[src/rtl/line_raster_pkg.sv]
package line_raster_pkg;

  typedef enum logic [1:0] {
    ST_IDLE,
    ST_DIV,
    ST_DRAW,
    ST_DONE
  } raster_state_t;

  // strobes from control to datapath
  typedef struct packed {
    logic load;      // latch settings and derive deltas
    logic divStep;   // one restoring-division iteration
    logic drawStep;  // advance to the next pixel
  } raster_strobe_t;

endpackage

[src/rtl/line_raster_ctrl.sv]
module line_raster_ctrl
  import line_raster_pkg::*;
#(
  parameter int DIV_CYC = 24
) (
  input  logic           clk,
  input  logic           rstN,
  input  logic           start,
  input  logic           lastPix,
  output raster_strobe_t ctl,
  output logic           drawing,
  output logic           busy,
  output logic           done
);

  localparam int CNT_W = $clog2(DIV_CYC + 1);

  raster_state_t state, stateNext;
  logic [CNT_W-1:0] divCnt;

  always_comb begin
    stateNext = state;
    ctl       = '0;
    case (state)
      ST_IDLE: if (start) begin
        ctl.load  = 1'b1;
        stateNext = ST_DIV;
      end
      ST_DIV: begin
        ctl.divStep = 1'b1;
        if (divCnt == CNT_W'(DIV_CYC - 1)) stateNext = ST_DRAW;
      end
      ST_DRAW: begin
        if (lastPix) stateNext = ST_DONE;
        else         ctl.drawStep = 1'b1;
      end
      default: stateNext = ST_IDLE;
    endcase
  end

  always_ff @(posedge clk or negedge rstN) begin
    if (!rstN) begin
      state  <= ST_IDLE;
      divCnt <= '0;
    end else begin
      state <= stateNext;
      if (ctl.load)         divCnt <= '0;
      else if (ctl.divStep) divCnt <= divCnt + 1'b1;
    end
  end

  assign drawing = (state == ST_DRAW);
  assign busy    = (state == ST_DIV) || (state == ST_DRAW);
  assign done    = (state == ST_DONE);

  // completion pulse lasts a single cycle
  p_done_single_r8: assert property (@(posedge clk) disable iff (!rstN)
    done |=> !done);

  // no reload while a draw is in flight
  p_no_reload_busy_r1: assert property (@(posedge clk) disable iff (!rstN)
    busy |-> !ctl.load);

endmodule

[src/rtl/line_raster_dp.sv]
module line_raster_dp
  import line_raster_pkg::*;
#(
  parameter int COORD_W = 12,
  parameter int FRAC_W  = 12,
  parameter int PAT_W   = 16,
  parameter int COLOR_W = 24,
  localparam int CNT_W  = $clog2(PAT_W),
  localparam int NUM_W  = COORD_W + FRAC_W
) (
  input  logic               clk,
  input  logic               rstN,
  input  raster_strobe_t     ctl,
  input  logic               drawing,
  input  logic [COORD_W-1:0] x0,
  input  logic [COORD_W-1:0] y0,
  input  logic [COORD_W-1:0] x1,
  input  logic [COORD_W-1:0] y1,
  input  logic [FRAC_W-1:0]  errInitX,
  input  logic [FRAC_W-1:0]  errInitY,
  input  logic [PAT_W-1:0]   pattern,
  input  logic [CNT_W-1:0]   patCount,
  input  logic [COLOR_W-1:0] fgColor,
  input  logic [COLOR_W-1:0] bgColor,
  input  logic               bgEnable,
  output logic [COORD_W-1:0] pixX,
  output logic [COORD_W-1:0] pixY,
  output logic               pixWe,
  output logic [COLOR_W-1:0] pixColor,
  output logic               lastPix
);

  localparam logic [COORD_W-1:0] ONE_C = COORD_W'(1);
  localparam logic [CNT_W-1:0]   ONE_I = CNT_W'(1);

  // setup-time derivations
  logic [COORD_W-1:0] adx, ady, majIn, minIn;
  logic               xMajIn;

  always_comb begin
    adx    = (x1 >= x0) ? (x1 - x0) : (x0 - x1);
    ady    = (y1 >= y0) ? (y1 - y0) : (y0 - y1);
    xMajIn = (adx >= ady);
    majIn  = xMajIn ? adx : ady;
    minIn  = xMajIn ? ady : adx;
  end

  // latched line state
  logic [COORD_W-1:0] curX, curY, major, remain;
  logic               negX, negY, xMaj;
  logic [PAT_W-1:0]   patQ;
  logic [CNT_W-1:0]   patCntQ, patIdx;
  logic [COLOR_W-1:0] fgQ, bgQ;
  logic               bgEnQ;
  logic [FRAC_W:0]    acc;

  // divider state
  logic [NUM_W-1:0]   divNum;
  logic [COORD_W:0]   divRem;
  logic [FRAC_W:0]    divQ;
  logic [COORD_W:0]   remShift;
  logic               remGe;
  logic [FRAC_W:0]    inc;

  always_comb begin
    remShift = {divRem[COORD_W-1:0], divNum[NUM_W-1]};
    remGe    = (remShift >= {1'b0, major});
    inc      = (major == '0) ? '0 : divQ;
  end

  // stepping
  logic [FRAC_W:0] accSum;
  logic            minorStep;
  logic [COORD_W-1:0] nextX, nextY;

  always_comb begin
    accSum    = acc + inc;
    minorStep = accSum[FRAC_W];
    nextX     = negX ? (curX - ONE_C) : (curX + ONE_C);
    nextY     = negY ? (curY - ONE_C) : (curY + ONE_C);
  end

  always_ff @(posedge clk or negedge rstN) begin
    if (!rstN) begin
      curX    <= '0;
      curY    <= '0;
      major   <= '0;
      remain  <= '0;
      negX    <= 1'b0;
      negY    <= 1'b0;
      xMaj    <= 1'b1;
      patQ    <= '0;
      patCntQ <= '0;
      patIdx  <= '0;
      fgQ     <= '0;
      bgQ     <= '0;
      bgEnQ   <= 1'b0;
      acc     <= '0;
      divNum  <= '0;
      divRem  <= '0;
      divQ    <= '0;
    end else if (ctl.load) begin
      curX    <= x0;
      curY    <= y0;
      major   <= majIn;
      remain  <= majIn;
      negX    <= (x1 < x0);
      negY    <= (y1 < y0);
      xMaj    <= xMajIn;
      patQ    <= pattern;
      patCntQ <= patCount;
      patIdx  <= '0;
      fgQ     <= fgColor;
      bgQ     <= bgColor;
      bgEnQ   <= bgEnable;
      acc     <= {1'b0, xMajIn ? errInitY : errInitX};
      divNum  <= {minIn, {FRAC_W{1'b0}}};
      divRem  <= '0;
      divQ    <= '0;
    end else if (ctl.divStep) begin
      divNum <= divNum << 1;
      divRem <= remGe ? (remShift - {1'b0, major}) : remShift;
      divQ   <= {divQ[FRAC_W-1:0], remGe};
    end else if (ctl.drawStep) begin
      acc    <= {1'b0, accSum[FRAC_W-1:0]};
      remain <= remain - ONE_C;
      patIdx <= (patIdx == patCntQ) ? '0 : (patIdx + ONE_I);
      if (xMaj) begin
        curX <= nextX;
        if (minorStep) curY <= nextY;
      end else begin
        curY <= nextY;
        if (minorStep) curX <= nextX;
      end
    end
  end

  logic onBit;
  always_comb begin
    onBit    = patQ[patIdx];
    pixX     = curX;
    pixY     = curY;
    pixWe    = drawing && (onBit || bgEnQ);
    pixColor = onBit ? fgQ : bgQ;
    lastPix  = (remain == '0);
  end

  // every pixel-to-pixel move changes the major coordinate
  p_major_moves_r2: assert property (@(posedge clk) disable iff (!rstN)
    ctl.drawStep |=> (xMaj ? (curX != $past(curX)) : (curY != $past(curY))));

  // pattern index never passes the wrap index
  p_pat_idx_range_r5: assert property (@(posedge clk) disable iff (!rstN)
    patIdx <= patCntQ);

  // accumulator holds a pure fraction between pixels
  p_acc_fraction_r4: assert property (@(posedge clk) disable iff (!rstN)
    drawing |-> !acc[FRAC_W]);

  // division remainder stays below the divisor
  p_div_rem_r4: assert property (@(posedge clk) disable iff (!rstN)
    (ctl.divStep && major != '0) |-> (divRem < {1'b0, major}));

endmodule

[src/rtl/line_raster.sv]
module line_raster
  import line_raster_pkg::*;
#(
  parameter int COORD_W = 12,
  parameter int FRAC_W  = 12,
  parameter int PAT_W   = 16,
  parameter int COLOR_W = 24,
  localparam int CNT_W  = $clog2(PAT_W),
  localparam int DIV_CYC = COORD_W + FRAC_W
) (
  input  logic               clk,
  input  logic               rstN,
  input  logic               start,
  input  logic [COORD_W-1:0] x0,
  input  logic [COORD_W-1:0] y0,
  input  logic [COORD_W-1:0] x1,
  input  logic [COORD_W-1:0] y1,
  input  logic [FRAC_W-1:0]  errInitX,
  input  logic [FRAC_W-1:0]  errInitY,
  input  logic [PAT_W-1:0]   pattern,
  input  logic [CNT_W-1:0]   patCount,
  input  logic [COLOR_W-1:0] fgColor,
  input  logic [COLOR_W-1:0] bgColor,
  input  logic               bgEnable,
  output logic               busy,
  output logic               done,
  output logic               pixValid,
  output logic [COORD_W-1:0] pixX,
  output logic [COORD_W-1:0] pixY,
  output logic               pixWe,
  output logic [COLOR_W-1:0] pixColor
);

  raster_strobe_t ctl;
  logic           drawing, lastPix;

  line_raster_ctrl #(.DIV_CYC(DIV_CYC)) u_ctrl (
    .clk    (clk),
    .rstN   (rstN),
    .start  (start),
    .lastPix(lastPix),
    .ctl    (ctl),
    .drawing(drawing),
    .busy   (busy),
    .done   (done)
  );

  line_raster_dp #(
    .COORD_W(COORD_W), .FRAC_W(FRAC_W), .PAT_W(PAT_W), .COLOR_W(COLOR_W)
  ) u_dp (
    .clk     (clk),
    .rstN    (rstN),
    .ctl     (ctl),
    .drawing (drawing),
    .x0      (x0),
    .y0      (y0),
    .x1      (x1),
    .y1      (y1),
    .errInitX(errInitX),
    .errInitY(errInitY),
    .pattern (pattern),
    .patCount(patCount),
    .fgColor (fgColor),
    .bgColor (bgColor),
    .bgEnable(bgEnable),
    .pixX    (pixX),
    .pixY    (pixY),
    .pixWe   (pixWe),
    .pixColor(pixColor),
    .lastPix (lastPix)
  );

  assign pixValid = drawing;

  // writes only accompany a presented pixel
  p_we_valid_r11: assert property (@(posedge clk) disable iff (!rstN)
    pixWe |-> pixValid);

  // completion is never reported while still busy
  p_done_idle_r8: assert property (@(posedge clk) disable iff (!rstN)
    done |-> (!busy && !pixValid));

endmodule

[config.mk]
export PLATFORM = sky130hd
export DESIGN_NAME = line_raster
export DESIGN_NICKNAME = d
export VERILOG_FILES = /design/src/rtl/line_raster_pkg.sv /design/src/rtl/line_raster_ctrl.sv /design/src/rtl/line_raster_dp.sv /design/src/rtl/line_raster.sv
export SDC_FILE = /design/constraint.sdc
export NUM_CORES = 1
export LEC_CHECK = 0
export BUFFER_PORTS_ARGS = -buffer_cell sky130_fd_sc_hd__buf_4
export CORE_UTILIZATION = 33
export CTS_CLUSTER_SIZE = 20
export DETAILED_ROUTE_END_ITERATION = 10
export GPL_ROUTABILITY_DRIVEN = 1
export SLEW_MARGIN = 5
export SYNTH_ARGS = -nofsm -noshare
export SYNTH_HDL_FRONTEND = slang
export SYNTH_SLANG_ARGS = --single-unit
[constraint.sdc]
create_clock -name clk -period 6.75 [get_ports clk]
set_input_delay 1.35 -clock clk [delete_from_list [all_inputs] [get_ports clk]]
set_output_delay 1.35 -clock clk [all_outputs]
set_load 0.05 [all_outputs]
* Yosys cells after proc, flatten, opt, wreduce, memory -nomap -nowiden
Index checks and enable logic that the tools add are counted.
Word-level totals: flip-flop bits (word level) 193, bits of input ports 144, output and inout port bits 52, word-level logic and storage cells 111
Operators by class: $add $sub $neg 13, $lt $le $gt $ge 7, eq/ne operators 10, multiplexer cells 49, reduce and logical (&&, ||, !) cells 13
Operators by type and width (count):
- 2-to-1 mux 12 bit | 23
- 2-to-1 mux 13 bit | 6
- 2-to-1 mux 24 bit | 3
- subtractor 12 bit | 5
- greater-or-equal comparator 12 bit | 3
- subtractor 12 x 1 -> 12 bit (second input constant) | 3
- adder 12 x 1 -> 12 bit (second input constant) | 2
- zero test 12 bit | 2
- < comparator 12 bit | 2
- 2-to-1 mux 4 bit | 4
- adder 13 bit | 1
- greater-or-equal comparator 13 x 12 -> 1 bit | 1
- 2-to-1 mux 5 bit | 2
- AND reduction 3 bit | 3
- 2-to-1 mux 1 bit | 6
- 2-to-1 mux 2 bit | 3
- case mux 2 bit (3 select lines) | 1
- adder 5 x 1 -> 5 bit (second input constant) | 1
- equality test 5 bit (second input constant) | 1
- < comparator 4 x 5 -> 1 bit (second input constant) | 1
- adder 4 x 1 -> 4 bit (second input constant) | 1
- binary-select mux 1 bit (select 4 bit) | 1
- equality test 2 bit (second input constant) | 2
- equality test 4 bit | 1
- other kinds (10) | 14

* Logic depth before layout (Yosys ltp)
depth after elaboration 8, mapped depth 24, depth with buffers taken out 22

* Modules after synthesis
From an unflattened synthesis, not the netlist that was laid out.
Second synthesis, totals: cell total of the unflattened synthesis 1388, area, all modules 12974.9 µm²
By module, submodules not included:
- line_raster_dp | instances 1, cells each 1350, area an instance 12573.3 µm², seq. area each 4330.4 µm²
- line_raster_ctrl | instances 1, cells each 38, area an instance 401.6 µm², seq. area each 175.2 µm²

* Least setup slack after synthesis
OpenSTA, ideal clock, no wires.
path type input port to flip-flop, from in y1[0], to reg u_dp.remain[3], library setup time 126 ps, arrival time 5553 ps, data required time 6624 ps, slack 1072 ps, cell stages on the path 21, path buffers 2, cells stage by stage inv_1 > ha_1 > inv_1 > fa_1 > a21o_1 > a21oi_2 > a2111oi_1 > a2111o_1 > a21oi_2 > buf_6 > mux2i_1 > xnor2_1 > inv_1 > ha_1 > a21o_1 > a2111oi_0 > a31oi_2 > clkbuf_1 > nand2_1 > o21ai_0 > a221o_1
On the way: cells in the longest elaborated chain, start to end 5, elaborated cells on any way between the ends 7, classes of those cells add/sub: 2; order compare: 2; mux: 3
RTL lines:
- start, declared | line line_raster.sv:17 | input logic [COORD_W-1:0] y1,
- subtractor 12 bit / greater-or-equal comparator 12 bit (equally long branches) | line line_raster_dp.sv:42 | ady = (y1 >= y0) ? (y1 - y0) : (y0 - y1);
- 2-to-1 mux 12 bit * | line line_raster_dp.sv:42
- greater-or-equal comparator 12 bit | line line_raster_dp.sv:43 | xMajIn = (adx >= ady);
- 2-to-1 mux 12 bit * | line line_raster_dp.sv:44 | majIn = xMajIn ? adx : ady;
- 2-to-1 mux 12 bit * | line line_raster_dp.sv:102 | end else if (ctl.load) begin
- end signal, assigned | line line_raster_dp.sv:106 | remain <= majIn;
- end signal, assigned | line line_raster_dp.sv:126 | remain <= remain - ONE_C;
- end, declared | line line_raster_dp.sv:49 | logic [COORD_W-1:0] curX, curY, major, remain;
Mark *: on every way between the ends. The rest lies on a longest branch, timed or not. A chain may end at the register's enable or synchronous reset.

* Worst setup path in the final report
from in y1[0], to reg u_dp.remain[0]
The elaborated chain is that of the path after synthesis.

==> flow_metrics.env <==
export IMPL_wl_per_cell_um=15.6
export IMPL_fp_dieW_um=200
export IMPL_ff_latch_area_um2=4510
export IMPL_htreeDepth=4
export IMPL_yosysMostFrequentCell="nand2_1"
export IMPL_grt_setup_unrepaired="false"
export IMPL_synth_nets=1777
export IMPL_synth_edff_count=0
export IMPL_setup_ws_ps=886
export IMPL_vias_per_cell=5.03
export IMPL_p_seq_share_pct=39.4
export IMPL_drc=0
export IMPL_postCtsSetupRepairBufs=0
export IMPL_cts_hold_buf=0
export IMPL_startpoint_type="primary input"
export IMPL_critPathRequiredTime_ps=7070
export IMPL_syn_area_per_cell_um2=8.51
export IMPL_layout_min_cycle_time_ps=5860
export IMPL_ys_warn_count=0
export IMPL_top_level_ports=196
export IMPL_yosysTopAreaCellShare_pct=34.7
export IMPL_gp_congestion=0.903
export IMPL_hold_viol=0
export IMPL_firstDrtPassIters=7
export IMPL_cts_tree="built"
export IMPL_cts_resized=0
export IMPL_fin_skew_ps=12.1
export IMPL_grt_max_degree=90
export IMPL_dieArea_um2=39900
export IMPL_vias=11100
export IMPL_clk_latency_ps=440
export IMPL_place_hpwl_um=25000
export IMPL_cts_buffer_depth=2
export IMPL_max_freq_ghz=0.171
export IMPL_design_core_area_um2=38600
export IMPL_p_per_area_nw_per_um2=177
export IMPL_final_max_slew_violation_count=0
export IMPL_p_int_w=0.00187
export IMPL_p_comb_share_pct=24.5
export IMPL_grt_use_total_pct=17.1
export IMPL_nNetsFinal=1933
export IMPL_clock_sinks=180
export IMPL_area_growth_syn_to_layout_pct=19.6
export IMPL_hold_class="reg -> reg"
export IMPL_ys_types=69
export IMPL_place_inst=2171
export IMPL_clockPowerShare_pct=36.1
export IMPL_multi_input_area_um2=7780
export IMPL_row_count=72
export IMPL_grt_pass1_vias=10600
export IMPL_cap_violations=0
export IMPL_port_buffers=195
export IMPL_cp_arrival_ps=6180
export IMPL_ant_nets=0
export IMPL_cp_num_buf_inv=6
export IMPL_drt_total_wl_um=34300
export IMPL_critPathKind="in -> reg"
export IMPL_period_share_pct=86.9
export IMPL_end_kind="flop"
export IMPL_drive_gt1_share_pct=18.2
export IMPL_max_vdd_ir_drop_uv=209
export IMPL_clk_pin_slew_worst_paths_ps=70
export IMPL_swShare_pct=31.6
export IMPL_maxSlewHeadroom_pct=17.6
export IMPL_numCtsBuffers=17
export IMPL_netlist_top_cells_area="dfrtp_1 35%, ha_1 11%, nand2_1 8.7%"
export IMPL_synthFlopType="dfrtp_1"
export IMPL_dr_first_iter_drc_count=605
export IMPL_fin_cells=2203
export IMPL_fill_cells=3957
export IMPL_slowest_delay_ps=680
export IMPL_clockRootBuffer="clkbuf_16"
export IMPL_yosysSeqAreaShare_pct=34.9
export IMPL_switching_power_w=0.000865
export IMPL_fin_tns_setup_ps=0
export IMPL_antenna_found_initial=0
export IMPL_initial_utilization_pct=33.4
export IMPL_synthesis_area_um2=12900
export IMPL_status="finished, final reports clean"
export IMPL_synth_cells=1516
export IMPL_power_leakage_nw=7.74
export IMPL_crit_fanout=17
export IMPL_synth_seq_cells=180
export IMPL_dieHeight_um=200
export IMPL_synthTopCellsByCount="298 x nand2_1, 179 x dfrtp_1, 122 x o21ai_0, 109 x ha_1, 95 x nor2_1"
export IMPL_yosysTopAreaCell="dfrtp_1"
export IMPL_critPathSlowestCell="a31oi_4"
export IMPL_post_place_ws_ps=435
export IMPL_worstMarginPinSlew_ps=1240
export IMPL_diodes=0
export IMPL_grt_overflow_total=0
export IMPL_setup_viol=0
export IMPL_grt_pass1_wl_um=54700
export IMPL_critPathTopFamily="compound AO/OA/AOI/OAI gates"
export IMPL_async_flop_share_pct=100
cells in the final DEF (no fill, tap or decap), types with 5 or more instances in the layout:
cell	Yosys	final
nand2_1	298	297
buf_4	0	210
dfrtp_1	179	179
o21ai_0	122	122
ha_1	109	108
nor2_1	95	95
inv_1	93	93
a21oi_1	77	76
mux2i_1	65	65
mux2_2	38	38
nor3_1	32	32
xnor2_1	29	29
xor2_1	29	29
a21o_1	21	21
nor2b_1	20	20
and2_1	20	19
o21a_1	18	18
nand3_1	17	17
nand2b_1	17	17
clkbuf_16	0	17
a211oi_1	15	15
a31oi_1	10	10
nand4_1	10	10
nor4_1	9	9
or3_1	8	8
fa_1	8	8
o211ai_1	7	7
a211o_1	6	6
o211a_1	5	5
and3_1	5	5
o31ai_1	6	5
mux4_2	5	5
or2_2	5	5
inv_6	0	5
metrics by stage:
stage               util [%]  total power [W]  hold WS (ps)  instance area [um^2]
finish                  39.9          0.00274           472                 15400
global route            39.9          0.00288           485                 15400
CTS                     39.9          0.00277           476                 15400
detailed placement      38.5          0.00177           457                 14900
global placement        38.5          0.00176           452                 14900
floorplan                  -          0.00153           440                 12900
layer usage:
layer,global-route usage [%],wire length [um],vias up
met2,28.7,16600,190
met1,22.9,16200,5326
met4,4.18,428,0
met5,0,0,-
met3,2.91,1090,25
li1,-,-,5545
power by group through the flow:
stage                     registers, W  clock network [W]  logic, W
after floorplan                0.00110                  0  0.000428
after global placement         0.00110                  0  0.000659
after detailed placement       0.00110                  0  0.000669
after CTS                      0.00108            0.00102  0.000672
after global routing           0.00108            0.00106  0.000736
final                          0.00108           0.000988  0.000670
flip-flops by register name, indices dropped and copies added, names as in the netlist:
| register | flops |
|---|---|
| u_dp.bgQ | 24 |
| u_dp.fgQ | 24 |
| u_dp.patQ | 16 |
| u_dp.divQ | 13 |
| u_dp.acc | 12 |
| u_dp.divNum | 12 |
| u_dp.divRem | 12 |
| u_dp.major | 12 |
| u_dp.pixX | 12 |
| u_dp.pixY | 12 |
| u_dp.remain | 12 |
| u_ctrl.divCnt | 5 |
| u_dp.patCntQ | 4 |
| u_dp.patIdx | 4 |
| u_ctrl.state | 2 |
| u_dp.bgEnQ | 1 |
| u_dp.negX | 1 |
| u_dp.negY | 1 |
| u_dp.xMaj | 1 |
worst min-delay path, stage by stage (launching register included):
cell and delay, ps:
dfrtp_1 340, nand2_1 50, nand2_1 50
area by class of cell:
cell class,count,area share (%)
Clock buffer,19,2.93
Clock inverter,13,0.738
Inverter,93,2.26
Multi-Input combinational cell,1169,50.4
Sequential cell,180,29.2
Tap cell,518,4.20
Timing Repair Buffer,211,10.3
worst paths after layout:
| check | from | end | slack (ps) | depth (start not counted) |
|---|---|---|---|---|
| worst max-delay path | y1[0] | u_dp.remain[0]$_DFFE_PN0P_ | 890 | 25 |
| worst min-delay path | u_dp.patQ[0]$_DFFE_PN0P_ | u_dp.patQ[0]$_DFFE_PN0P_ | 470 | 2 |
| worst max register to register | u_dp.major[1]$_DFFE_PN0P_ | u_dp.pixY[0]$_DFFE_PN0P_ | 2150 | 15 |
| worst min register to register | u_dp.patQ[0]$_DFFE_PN0P_ | u_dp.patQ[0]$_DFFE_PN0P_ | 470 | 2 |
| max in group asynchronous | rstN | u_ctrl.divCnt[2]$_DFFE_PN0P_ | 4500 | 2 |
| min in group asynchronous | rstN | u_dp.patQ[1]$_DFFE_PN0P_ | 980 | 1 |
cells by family after synthesis:
group                      after synthesis  share of synthesized area [%]
AOI/OAI and AO/OA                      341                           16.6
xor gates and xnor gates                58                           3.94
adders and majority gates              117                           11.8
buffers and inverters                  167                           5.07
DFF                                    180                           34.9
muxes                                  108                           9.23
and+or+nand+nor                        545                           18.4
(Power assumes the default switching activity.)
